File: config.mk
export PLATFORM = sky130hd
export DESIGN_NAME = rgb2ycc422
export DESIGN_NICKNAME = d
export VERILOG_FILES = /design/src/rtl/rgb2ycc_pkg.sv /design/src/rtl/ycc_csc.sv /design/src/rtl/ycc_tap121.sv /design/src/rtl/ycc_chroma_dec.sv /design/src/rtl/ycc_luma_delay.sv /design/src/rtl/rgb2ycc422.sv
export SDC_FILE = /design/constraint.sdc
export NUM_CORES = 1
export LEC_CHECK = 0
export ABC_AREA = 1
export ABC_CLOCK_PERIOD_IN_PS = 14380
export CAP_MARGIN = 15
export CELL_PAD_IN_SITES_DETAIL_PLACEMENT = 1
export CELL_PAD_IN_SITES_GLOBAL_PLACEMENT = 1
export CORE_UTILIZATION = 50
export CTS_CLUSTER_DIAMETER = 40
export DETAILED_ROUTE_END_ITERATION = 10
export GPL_ROUTABILITY_DRIVEN = 0
export GPL_TIMING_DRIVEN = 0
export MAX_ROUTING_LAYER = met4
export PLACE_DENSITY_LB_ADDON = 0.1
export SETUP_SLACK_MARGIN = 0.5
export SYNTH_ARGS = -nofsm -noshare
export SYNTH_HDL_FRONTEND = slang
export SYNTH_SLANG_ARGS = --single-unit
File: constraint.sdc
create_clock -name clk -period 14.38 [get_ports clk]
set_clock_uncertainty 0.1 [all_clocks]
set_input_delay 1.438 -clock clk [delete_from_list [all_inputs] [get_ports clk]]
set_output_delay 1.438 -clock clk [all_outputs]
set_load 0.02 [all_outputs]
File: src/rtl/rgb2ycc_pkg.sv
package rgb2ycc_pkg;

    localparam int COMP_W   = 8;
    localparam int FRAC     = 8;
    localparam int RND      = 1 << (FRAC - 1);
    localparam int LATENCY  = 4;

    localparam int KYR = 66;
    localparam int KYG = 129;
    localparam int KYB = 25;
    localparam int KBR = -38;
    localparam int KBG = -74;
    localparam int KBB = 112;
    localparam int KRR = 112;
    localparam int KRG = -94;
    localparam int KRB = -18;

    localparam int Y_OFS = 16;
    localparam int C_OFS = 128;
    localparam int Y_MIN = 16;
    localparam int Y_MAX = 235;
    localparam int C_MIN = 16;
    localparam int C_MAX = 240;

    typedef logic [COMP_W-1:0] comp_t;

    typedef struct packed {
        comp_t r;
        comp_t g;
        comp_t b;
    } rgb_t;

    typedef struct packed {
        comp_t y;
        comp_t cb;
        comp_t cr;
    } ycc_t;

    typedef struct packed {
        logic  vld;
        logic  sol;
        logic  odd;
        comp_t y;
    } luma_tag_t;

    function automatic comp_t clamp_comp(input int v, input int lo, input int hi);
        int t;
        t = (v < lo) ? lo : ((v > hi) ? hi : v);
        return comp_t'(t);
    endfunction

    function automatic comp_t mac3(input int kr, input int kg, input int kb,
                                   input rgb_t p, input int ofs,
                                   input int lo, input int hi);
        int acc;
        acc = kr * int'(p.r) + kg * int'(p.g) + kb * int'(p.b) + RND;
        acc = acc >>> FRAC;
        return clamp_comp(acc + ofs, lo, hi);
    endfunction

    function automatic ycc_t rgb_to_ycc(input rgb_t p);
        ycc_t o;
        o.y  = mac3(KYR, KYG, KYB, p, Y_OFS, Y_MIN, Y_MAX);
        o.cb = mac3(KBR, KBG, KBB, p, C_OFS, C_MIN, C_MAX);
        o.cr = mac3(KRR, KRG, KRB, p, C_OFS, C_MIN, C_MAX);
        return o;
    endfunction

endpackage

File: src/rtl/ycc_csc.sv
module ycc_csc
    import rgb2ycc_pkg::*;
(
    input  logic clk,
    input  logic rst,
    input  logic in_vld,
    input  logic in_sol,
    input  rgb_t in_px,
    output logic out_vld,
    output logic out_sol,
    output ycc_t out_px
);

    ycc_t conv;

    always_comb conv = rgb_to_ycc(in_px);

    always_ff @(posedge clk) begin
        if (rst) begin
            out_vld <= 1'b0;
            out_sol <= 1'b0;
            out_px  <= '0;
        end else begin
            out_vld <= in_vld;
            out_sol <= in_vld & in_sol;
            out_px  <= conv;
        end
    end

endmodule

File: src/rtl/ycc_tap121.sv
module ycc_tap121
    import rgb2ycc_pkg::*;
(
    input  logic  clk,
    input  logic  rst,
    input  logic  vld,
    input  logic  sol,
    input  logic  odd,
    input  comp_t c_in,
    output comp_t c_avg
);

    localparam int SUM_W = COMP_W + 2;

    comp_t            last_q;
    comp_t            left_q;
    comp_t            even_q;
    logic [SUM_W-1:0] sum;

    always_comb begin
        sum = {2'b00, left_q} + {1'b0, even_q, 1'b0} + {2'b00, c_in} + SUM_W'(2);
    end

    always_ff @(posedge clk) begin
        if (rst) begin
            last_q <= '0;
            left_q <= '0;
            even_q <= '0;
            c_avg  <= '0;
        end else if (vld) begin
            last_q <= c_in;
            if (!odd) begin
                even_q <= c_in;
                left_q <= sol ? c_in : last_q;
            end else begin
                c_avg <= sum[SUM_W-1:2];
            end
        end
    end

endmodule

File: src/rtl/ycc_chroma_dec.sv
module ycc_chroma_dec
    import rgb2ycc_pkg::*;
#(
    parameter int NCOMP = 2
) (
    input  logic  clk,
    input  logic  rst,
    input  logic  vld,
    input  logic  sol,
    input  comp_t c_in  [NCOMP],
    output logic  odd,
    output comp_t c_out [NCOMP]
);

    logic last_odd_q;

    always_comb odd = sol ? 1'b0 : ~last_odd_q;

    always_ff @(posedge clk) begin
        if (rst) last_odd_q <= 1'b1;
        else if (vld) last_odd_q <= odd;
    end

    for (genvar k = 0; k < NCOMP; k++) begin : g_comp
        ycc_tap121 u_tap (
            .clk   (clk),
            .rst   (rst),
            .vld   (vld),
            .sol   (sol),
            .odd   (odd),
            .c_in  (c_in[k]),
            .c_avg (c_out[k])
        );
    end

    // a line start always opens a new pair on its even sample
    p_sol_even_r4: assert property (@(posedge clk) disable iff (rst)
        (vld && sol) |=> (last_odd_q == 1'b0));

endmodule

File: src/rtl/ycc_luma_delay.sv
module ycc_luma_delay
    import rgb2ycc_pkg::*;
#(
    parameter int DEPTH = 2
) (
    input  logic      clk,
    input  logic      rst,
    input  luma_tag_t tag_in,
    output luma_tag_t tag_out
);

    luma_tag_t stage_q [DEPTH];

    for (genvar i = 0; i < DEPTH; i++) begin : g_stage
        if (i == 0) begin : g_head
            always_ff @(posedge clk) begin
                if (rst) stage_q[i] <= '0;
                else     stage_q[i] <= tag_in;
            end
        end else begin : g_body
            always_ff @(posedge clk) begin
                if (rst) stage_q[i] <= '0;
                else     stage_q[i] <= stage_q[i-1];
            end
        end
    end

    assign tag_out = stage_q[DEPTH-1];

endmodule

File: src/rtl/rgb2ycc422.sv
module rgb2ycc422
    import rgb2ycc_pkg::*;
(
    input  logic        clk,
    input  logic        rst,
    input  logic        i_valid,
    input  logic        i_sol,
    input  logic [7:0]  i_r,
    input  logic [7:0]  i_g,
    input  logic [7:0]  i_b,
    output logic        o_valid,
    output logic        o_sol,
    output logic        o_cr_sel,
    output logic [7:0]  o_y,
    output logic [7:0]  o_c,
    output logic [15:0] o_yc
);

    localparam int NCOMP   = 2;
    localparam int IDX_CB  = 0;
    localparam int IDX_CR  = 1;
    localparam int LDEPTH  = LATENCY - 2;
    localparam int AGE_W   = $clog2(LATENCY + 1);

    rgb_t      px_in;
    logic      s1_vld;
    logic      s1_sol;
    ycc_t      s1_px;
    logic      s1_odd;
    comp_t     c_in  [NCOMP];
    comp_t     c_dec [NCOMP];
    luma_tag_t tag_s1;
    luma_tag_t tag_out;

    assign px_in = '{r: i_r, g: i_g, b: i_b};

    ycc_csc u_csc (
        .clk     (clk),
        .rst     (rst),
        .in_vld  (i_valid),
        .in_sol  (i_sol),
        .in_px   (px_in),
        .out_vld (s1_vld),
        .out_sol (s1_sol),
        .out_px  (s1_px)
    );

    assign c_in[IDX_CB] = s1_px.cb;
    assign c_in[IDX_CR] = s1_px.cr;

    ycc_chroma_dec #(.NCOMP(NCOMP)) u_dec (
        .clk   (clk),
        .rst   (rst),
        .vld   (s1_vld),
        .sol   (s1_sol),
        .c_in  (c_in),
        .odd   (s1_odd),
        .c_out (c_dec)
    );

    assign tag_s1 = '{vld: s1_vld, sol: s1_sol, odd: s1_odd, y: s1_px.y};

    ycc_luma_delay #(.DEPTH(LDEPTH)) u_ldly (
        .clk     (clk),
        .rst     (rst),
        .tag_in  (tag_s1),
        .tag_out (tag_out)
    );

    always_ff @(posedge clk) begin
        if (rst) begin
            o_valid  <= 1'b0;
            o_sol    <= 1'b0;
            o_cr_sel <= 1'b0;
            o_y      <= '0;
            o_c      <= '0;
        end else begin
            o_valid  <= tag_out.vld;
            o_sol    <= tag_out.vld & tag_out.sol;
            o_cr_sel <= tag_out.vld & tag_out.odd;
            o_y      <= tag_out.y;
            o_c      <= tag_out.odd ? c_dec[IDX_CR] : c_dec[IDX_CB];
        end
    end

    assign o_yc = {o_c, o_y};

    logic [AGE_W-1:0] age_q;
    always_ff @(posedge clk) begin
        if (rst) age_q <= '0;
        else if (age_q != AGE_W'(LATENCY)) age_q <= age_q + 1'b1;
    end

    p_y_range_r1: assert property (@(posedge clk) disable iff (rst)
        o_valid |-> (o_y >= 8'(Y_MIN) && o_y <= 8'(Y_MAX)));

    p_c_range_r2: assert property (@(posedge clk) disable iff (rst)
        o_valid |-> (o_c >= 8'(C_MIN) && o_c <= 8'(C_MAX)));

    p_sol_cb_r5: assert property (@(posedge clk) disable iff (rst)
        (o_valid && o_sol) |-> !o_cr_sel);

    p_alternate_r5: assert property (@(posedge clk) disable iff (rst)
        (o_valid && $past(o_valid) && !o_sol) |-> (o_cr_sel != $past(o_cr_sel)));

    p_valid_latency_r6: assert property (@(posedge clk) disable iff (rst)
        (age_q == AGE_W'(LATENCY)) |-> (o_valid == $past(i_valid, 4)));

endmodule

==> results of run 1 <==
==> flip-flops by register name, summed over array words and instances, names as in the netlist <==
| register | cells |
|---|---|
| o_y | 8 |
| o_c | 8 |
| u_ldly.stage_q | 22 |
| o_valid | 1 |
| u_dec.g_comp.u_tap.left_q | 16 |
| o_sol | 1 |
| u_csc.out_vld | 1 |
| u_csc.out_sol | 1 |
| u_dec.g_comp.u_tap.even_q | 16 |
| u_dec.g_comp.u_tap.c_avg | 16 |
| u_dec.g_comp.u_tap.last_q | 16 |
| o_cr_sel | 1 |
| u_csc.out_px | 24 |
| u_dec.last_odd_q | 1 |
==> Yosys cell counts (4+ instances only) <==
master / count / area [um2]
inv_1: 426 / 1600
nand2_1: 357 / 1340
ha_1: 319 / 3990
nor2_1: 180 / 676
dfxtp_1: 132 / 2640
fa_1: 110 / 2200
o21ai_0: 110 / 551
a21oi_1: 105 / 526
nand3_1: 62 / 310
xor2_1: 44 / 385
clkbuf_1: 24 / 90.1
xnor2_1: 24 / 210
nand4_1: 18 / 113
a31oi_1: 17 / 106
buf_4: 16 / 120
nand2_2: 15 / 93.8
inv_2: 14 / 52.6
nand3b_1: 13 / 97.6
nor3_1: 11 / 55.1
nand3_2: 10 / 100
nor3_2: 9 / 90.1
o21bai_1: 9 / 67.6
nor2_2: 8 / 50.1
o21ai_1: 7 / 35.0
a211oi_1: 6 / 45.0
a21o_1: 6 / 45.0
nand2_4: 6 / 67.6
nor2_4: 4 / 45.0
==> layout by cell type, fill, tap and decap left out, drive strengths merged <==
cell type	Yosys	routed
o21bai	9	9
a21oi	106	106
buf	17	17
nand4	18	18
nand2	378	378
nor3	20	20
clkinv	2	9
nand3b	13	13
a21o	6	6
nor2	192	192
or2	2	2
and3	1	1
xnor2	24	24
a211oi	6	6
clkbuf	24	44
inv	440	441
bufinv	0	4
a31oi	18	18
nand3	74	74
ha	319	319
o21a	1	1
dfxtp	132	132
fa	110	110
xor2	44	44
clkdlybuf4s50	0	61
o21ai	117	117
o22ai	2	2
nor4	2	2
and2	3	3
==> how the worst max path moves through the flow <==
stage | endpoint | slack (ns) | depth (start not counted)
floorplan | u_csc.out_px[13] | 6.70 | 38
global placement | u_csc.out_px[12] | 4.76 | 39
detailed placement | u_csc.out_px[12] | 4.67 | 39
CTS | u_csc.out_px[12] | 5.04 | 39
global route | u_csc.out_px[12] | 4.54 | 39
finish | u_csc.out_px[12] | 5.03 | 39
==> per-stage QoR <==
step	cell area, um2	util (%)
after floorplan	15800	-
after global placement	17000	54.8
after detailed placement	17000	54.8
after CTS	17600	56.9
after global routing	17600	56.9
final	17600	56.9
==> routing by layer <==
layer | vias to the layer above | part of all wire (%) | track usage [%]
li1 | 6705 | - | -
met1 | 6656 | 43 | 33.5
met2 | 235 | 51 | 53.3
met3 | 86 | 2.8 | 2.77
met4 | 0 | 3.1 | 11.0
met5 | - | 0 | -
==> cell type report <==
cell class                      count  area (um2)
Sequential cell                   132        2640
Clock inverter                     12         179
Buffer                             41         214
Inverter                          442        1660
Tap cell                          396         495
Multi-Input combinational cell   1465       11300
Fill cell                        3918       13300
Clock buffer                       20         447
Timing Repair Buffer               61         611
==> cell families (layout without fill, tap and decap cells) <==
kind of cell | Yosys count | after routing | share of synthesized area, %
flops | 132 | 132 | 16.7
compound gates | 265 | 265 | 8.94
xor+xnor | 68 | 68 | 3.76
buf+inv | 483 | 576 | 11.8
simple gates | 703 | 703 | 19.7
fa+ha+maj | 429 | 429 | 39.1
==> worst min-delay path, stage by stage (launching register included) <==
cell and delay (ns):
dfxtp_1 0.29, inv_1 0.04, nor2_1 0.03
==> key figures, run 1 <==
Outcome
  – Status: finished with violations
  – Failing checks: DRC

Route
  – Drt wl/cell: approximately 17 um
  – Vias per Instance: between 5 and 6
  – Drt drc: 1
  – Detail Route Antenna Nets: 0
  – DR vias: 13700
  – Final WL: about 45000 um
  – First-pass iteration count of the detailed router: 8
  – 1st-iter DRT viols: between 400 and 500

Setup path
  – Crit-path max cell delay: 0.83 ns
  – R2r startpoint: u_csc.out_vld
  – Setup crit start kind: input pin
  – Critical Path Start: i_g[5]
  – Worst-path maximum fanout: 7
  – Worst EP arrival: ~9.5 ns
  – Required @ worst endpoint: 14.57 ns
  – CP top delay family: adder cells
  – CP Buf/Inv Count: 7
  – Crit end category: register
  – Slowest cell on the critical path: clkdlybuf4s50_1
  – Worst reg2reg endpoint: u_dec.g_comp[1].u_tap.left_q[7]
  – FF-to-FF path depth: 7
  – Flop2flop setup slack: between 10 and 15 ns
  – Critical path class: input pin to register

Timing
  – Final setup vio count: 0
  – Final period util: between 60 and 70%
  – Max-slew violations: 0
  – Slew HR: a little under two fifths
  – Final WS setup: between 5 and 6 ns
  – WHS: between 0.3 and 0.4 ns
  – Fmax: roughly 110 MHz
  – Worst-Margin Slew: 0.915 ns
  – Setup Total Neg Slack: 0 ns
  – Post-layout minimum cycle time: 9.35 ns
  – RSZ-0062 raised after global routing: no
  – Final hold vios: 0

Clock network
  – Clk_lat worst skew: about 0.44 ns
  – Reg clk slew, reported paths: ~0.060 ns
  – # resized after CTS: 0
  – Clock tree sinks: 132
  – CTS Buf Count: 17
  – CTS hold repair buffers: 0
  – Clk buf depth: 2
  – Post CTS Setup Buffer Count: 0
  – H-tree depth: 4
  – Clock Tree Root: clkbuf_16
  – CTS tree: done

Placement
  – Placed Cells: between 2000 and 3000
  – PortBufs: slightly above 60
  – Dpl hpwl: ~37000 um
  – Worst slack, placed: around 4.7 ns

GRT
  – Global-route usage over all layers: 29.4%
  – Initial antenna violation count: 0
  – First-pass GRT wire length: 73600 um
  – Vias in the first global route: between 10000 and 15000
  – Remaining Overflow, GRT: 0
  – Pin count of the biggest net entering global routing: 17

Min path
  – Min-Delay Path Class: register to register
  – Hold Crit Start: u_ldly.stage_q[1][2]
  – WHS Endpoint: o_y[2]
  – Worst Hold Depth: 2

Floorplanning
  – Die Area: roughly 0.032 mm2
  – Chip width: approximately 180 um
  – # rows: 64
  – Initial Utilization: 51.3%
  – Height of the die: approximately 180 um
  – Core area: 0.0309 mm2
  – I/O pin count: 63

Yosys
  – Syn Nets: around 2500
  – Post-synth EDFFs: 0
  – Synthesized cell area: about 0.016 mm2
  – Ys async rst share: 0%
  – Avg Cell Area, Syn: 7.62 um2
  – Ys Warns: 0
  – Distinct cell type count after synthesis: 39
  – Sequential area share after synthesis: ~17%
  – Flops & latches, synth: ~130
  – Mapped Cells: roughly 2100
  – Top_reg_cell synth: dfxtp_1

Flow run
  – Number of max-cap violations: 0

Finish
  – Area Overhead vs Synth: 10.9%
  – Diodes inserted: 0
  – Non-Filler Instances: around 2600
  – Share of layout cells above drive strength 1: approximately 5.4%
  – Final #Nets: 2617
Power of run 1 is left out: the tool's default activity adds up to more than one toggle a clock period on the data nets, which glitch-free logic cannot reach.
==> run 2: changes to the inputs <==
Settings changed: ABC_CLOCK_PERIOD_IN_PS 14380 to 8200, CORE_UTILIZATION 50 to 43.
Clock period 14.38 ns to 8.2 ns, I/O delays scaled along.
==> key figures, run 2 (synthesis results as in run 1) <==
Min path
  – WHS Endpoint: u_ldly.stage_q[0][2] (was o_y[2])
  – Hold Crit Start: u_csc.out_px[18] (was u_ldly.stage_q[1][2])
  – Min-Delay Path Class: register to register (unchanged)
  – Worst Hold Depth: 2 (unchanged)

Setup path
  – Worst EP arrival: 7.62 ns (was 9.54 ns)
  – R2r startpoint: u_csc.out_vld (unchanged)
  – CP top delay family: adder cells (unchanged)
  – FF-to-FF path depth: 8 (was 7)
  – Crit-path max cell delay: 0.53 ns (was 0.83 ns)
  – Worst-path maximum fanout: 8 (was 7)
  – Worst reg2reg endpoint: u_dec.g_comp[1].u_tap.even_q[3] (was u_dec.g_comp[1].u_tap.left_q[7])
  – Crit end category: register (unchanged)
  – Setup crit start kind: input pin (unchanged)
  – Critical path class: input pin to register (unchanged)
  – Flop2flop setup slack: 5.29 ns (was 11.47 ns)
  – Crit path top cell by count: nor2_1
  – CP Buf/Inv Count: 5 (was 7)
  – Slowest cell on the critical path: fa_1 (was clkdlybuf4s50_1)
  – Required @ worst endpoint: 8.38 ns (was 14.57 ns)
  – Critical Path Start: i_r[3] (was i_g[5])

Timing
  – Setup Total Neg Slack: 0 ns (unchanged)
  – Fmax: between 100 and 150 MHz
  – Final setup vio count: 0 (unchanged)
  – Slew HR: 46.7% (was 38.3%)
  – Max-slew violations: 0 (unchanged)
  – Final hold vios: 0 (unchanged)
  – Worst-Margin Slew: 0.800 ns (was 0.915 ns)
  – Post-layout minimum cycle time: between 7 and 8 ns
  – RSZ-0062 raised after global routing: no (unchanged)
  – Final WS setup: 0.764 ns (was 5.03 ns)
  – Final period util: between 90 and 100%

Clock network
  – Clock tree sinks: 132 (unchanged)
  – Clock Tree Root: clkbuf_16 (unchanged)
  – Clk buf depth: 2 (unchanged)
  – H-tree depth: 4 (unchanged)
  – Reg clk slew, reported paths: 0.06 ns (about the same)
  – CTS Buf Count: 17 (unchanged)
  – CTS tree: done (unchanged)
  – Clk_lat worst skew: 0.43 ns (was 0.44 ns)

Placement
  – Placed Cells: 2602 (was 2537)
  – Worst slack, placed: -0.853 ns (was 4.67 ns)
  – Dpl hpwl: 36200 um (was 37500 um)
  – PortBufs: 61 (unchanged)
  – Dpl cell area: 0.0170 mm2 (about the same)

Finish
  – Top Registers: u_csc.out_px: 24 flops, u_ldly.stage_q: 22 flops (unchanged)
  – Area Overhead vs Synth: 12.5% (was 10.9%)
  – Highest-count cells in the layout ignoring fill and taps: inv_1 (420), nand2_1 (357), ha_1 (309) (was inv_1 (426), nand2_1 (357), ha_1 (319))
  – Final #Nets: 2625 (was 2617)
  – Design Area, Final: 0.0178 mm2 (was 0.0176 mm2)
  – Diodes inserted: 0 (unchanged)
  – Max FFs per register: 24 (unchanged)
  – Commonest non-fill, non-tap cell in the layout: inv_1 (unchanged)
  – Share of layout cells above drive strength 1: 8.16% (was 5.43%)
  – Biggest register: u_csc.out_px (unchanged)
  – Non-Filler Instances: 2642 (was 2569)

Floorplanning
  – Chip width: 194 um (was 180 um)
  – I/O pin count: 63 (unchanged)
  – Die Area: 0.0376 mm2 (was 0.0324 mm2)
  – # rows: 69 (was 64)
  – Core area: 0.0359 mm2 (was 0.0309 mm2)
  – Initial Utilization: 44.1% (was 51.3%)
  – Height of the die: 194 um (was 180 um)

Route
  – Final WL: 42800 um (was 44700 um)
  – Drt drc: 0 (was 1)
  – Vias per Instance: 5.06 (was 5.33)
  – 1st-iter DRT viols: 503 (was 461)
  – Detail Route Antenna Nets: 0 (unchanged)
  – First-pass iteration count of the detailed router: 5 (was 8)
  – Drt wl/cell: 16.2 um (was 17.4 um)
  – DR vias: 13400 (was 13700)

Flow run
  – Number of max-cap violations: 0 (unchanged)

GRT
  – Vias in the first global route: 14000 (was 14900)
  – Global-route usage over all layers: 24.1% (was 29.4%)
  – Initial antenna violation count: 0 (unchanged)
  – Remaining Overflow, GRT: 0 (unchanged)
  – Pin count of the biggest net entering global routing: 17 (unchanged)
  – First-pass GRT wire length: 70300 um (was 73600 um)

Outcome
  – Status: completed (was finished with violations)
## run 2: changes by cell type in the layout (fill, tap and decap cells not counted), moves of 7 or more
cell	previous run	this run
clkdlybuf4s50_1	61	37
ha_1	319	309
a21oi_1	105	97
a21oi_2	1	9
buf_4	16	24
ha_4	0	7
## run 2: area by class of cell
| cell class | count | area, um2 |
|---|---|---|
| fillers | 4480 | 18100 |
| multi-input cells | 1465 | 11500 |
| flip-flops and latches | 132 | 2640 |
| inverters | 442 | 1680 |
| repair buffers | 69 | 629 |
| well taps | 461 | 577 |
| clock buffers | 19 | 443 |
| plain buffers | 41 | 214 |
| clock inverters | 13 | 173 |
## run 2: what timing repair did
action | 4_1_cts | 5_1_grt
setup endpoints to repair | 16 | 16
hold buffers | 0 | 0
pin swaps | 0 | 3
gates resized for setup | 76 | 64
buffers inserted | 5 | 3
## run 2: how the worst max path moves through the flow
stage                       endpoint  slack [ns]  cells past startpoint
global route        u_csc.out_px[12]        0.43                     39
CTS                 u_csc.out_px[12]        0.46                     38
floorplan           u_csc.out_px[13]        1.14                     38
global placement    u_csc.out_px[12]       -0.80                     39
finish              u_csc.out_px[12]        0.76                     39
detailed placement  u_csc.out_px[12]       -0.85                     39
## run 2: routing by layer
| layer | up-vias | GRT usage [%] | wire, um |
|---|---|---|---|
| li1 | 6724 | - | - |
| met1 | 6425 | 28.9 | 19500 |
| met2 | 159 | 43.3 | 21600 |
| met3 | 50 | 1.64 | 792 |
| met4 | 0 | 6.70 | 901 |
| met5 | - | - | 0 |
## run 2: tightest hold or removal path: stages, from the launching register on
cell and delay (ns):
dfxtp_1 0.29, inv_1 0.04, nor2_1 0.03
## run 2: through the flow
stage                     hold slack (ns)  util (%)
final                               0.301      49.6
after global routing                0.319      49.6
after CTS                           0.303      49.2
after detailed placement            0.295      47.4
after global placement              0.290      47.4
after floorplan                     0.288         -
Power of run 2 is left out for the same reason.
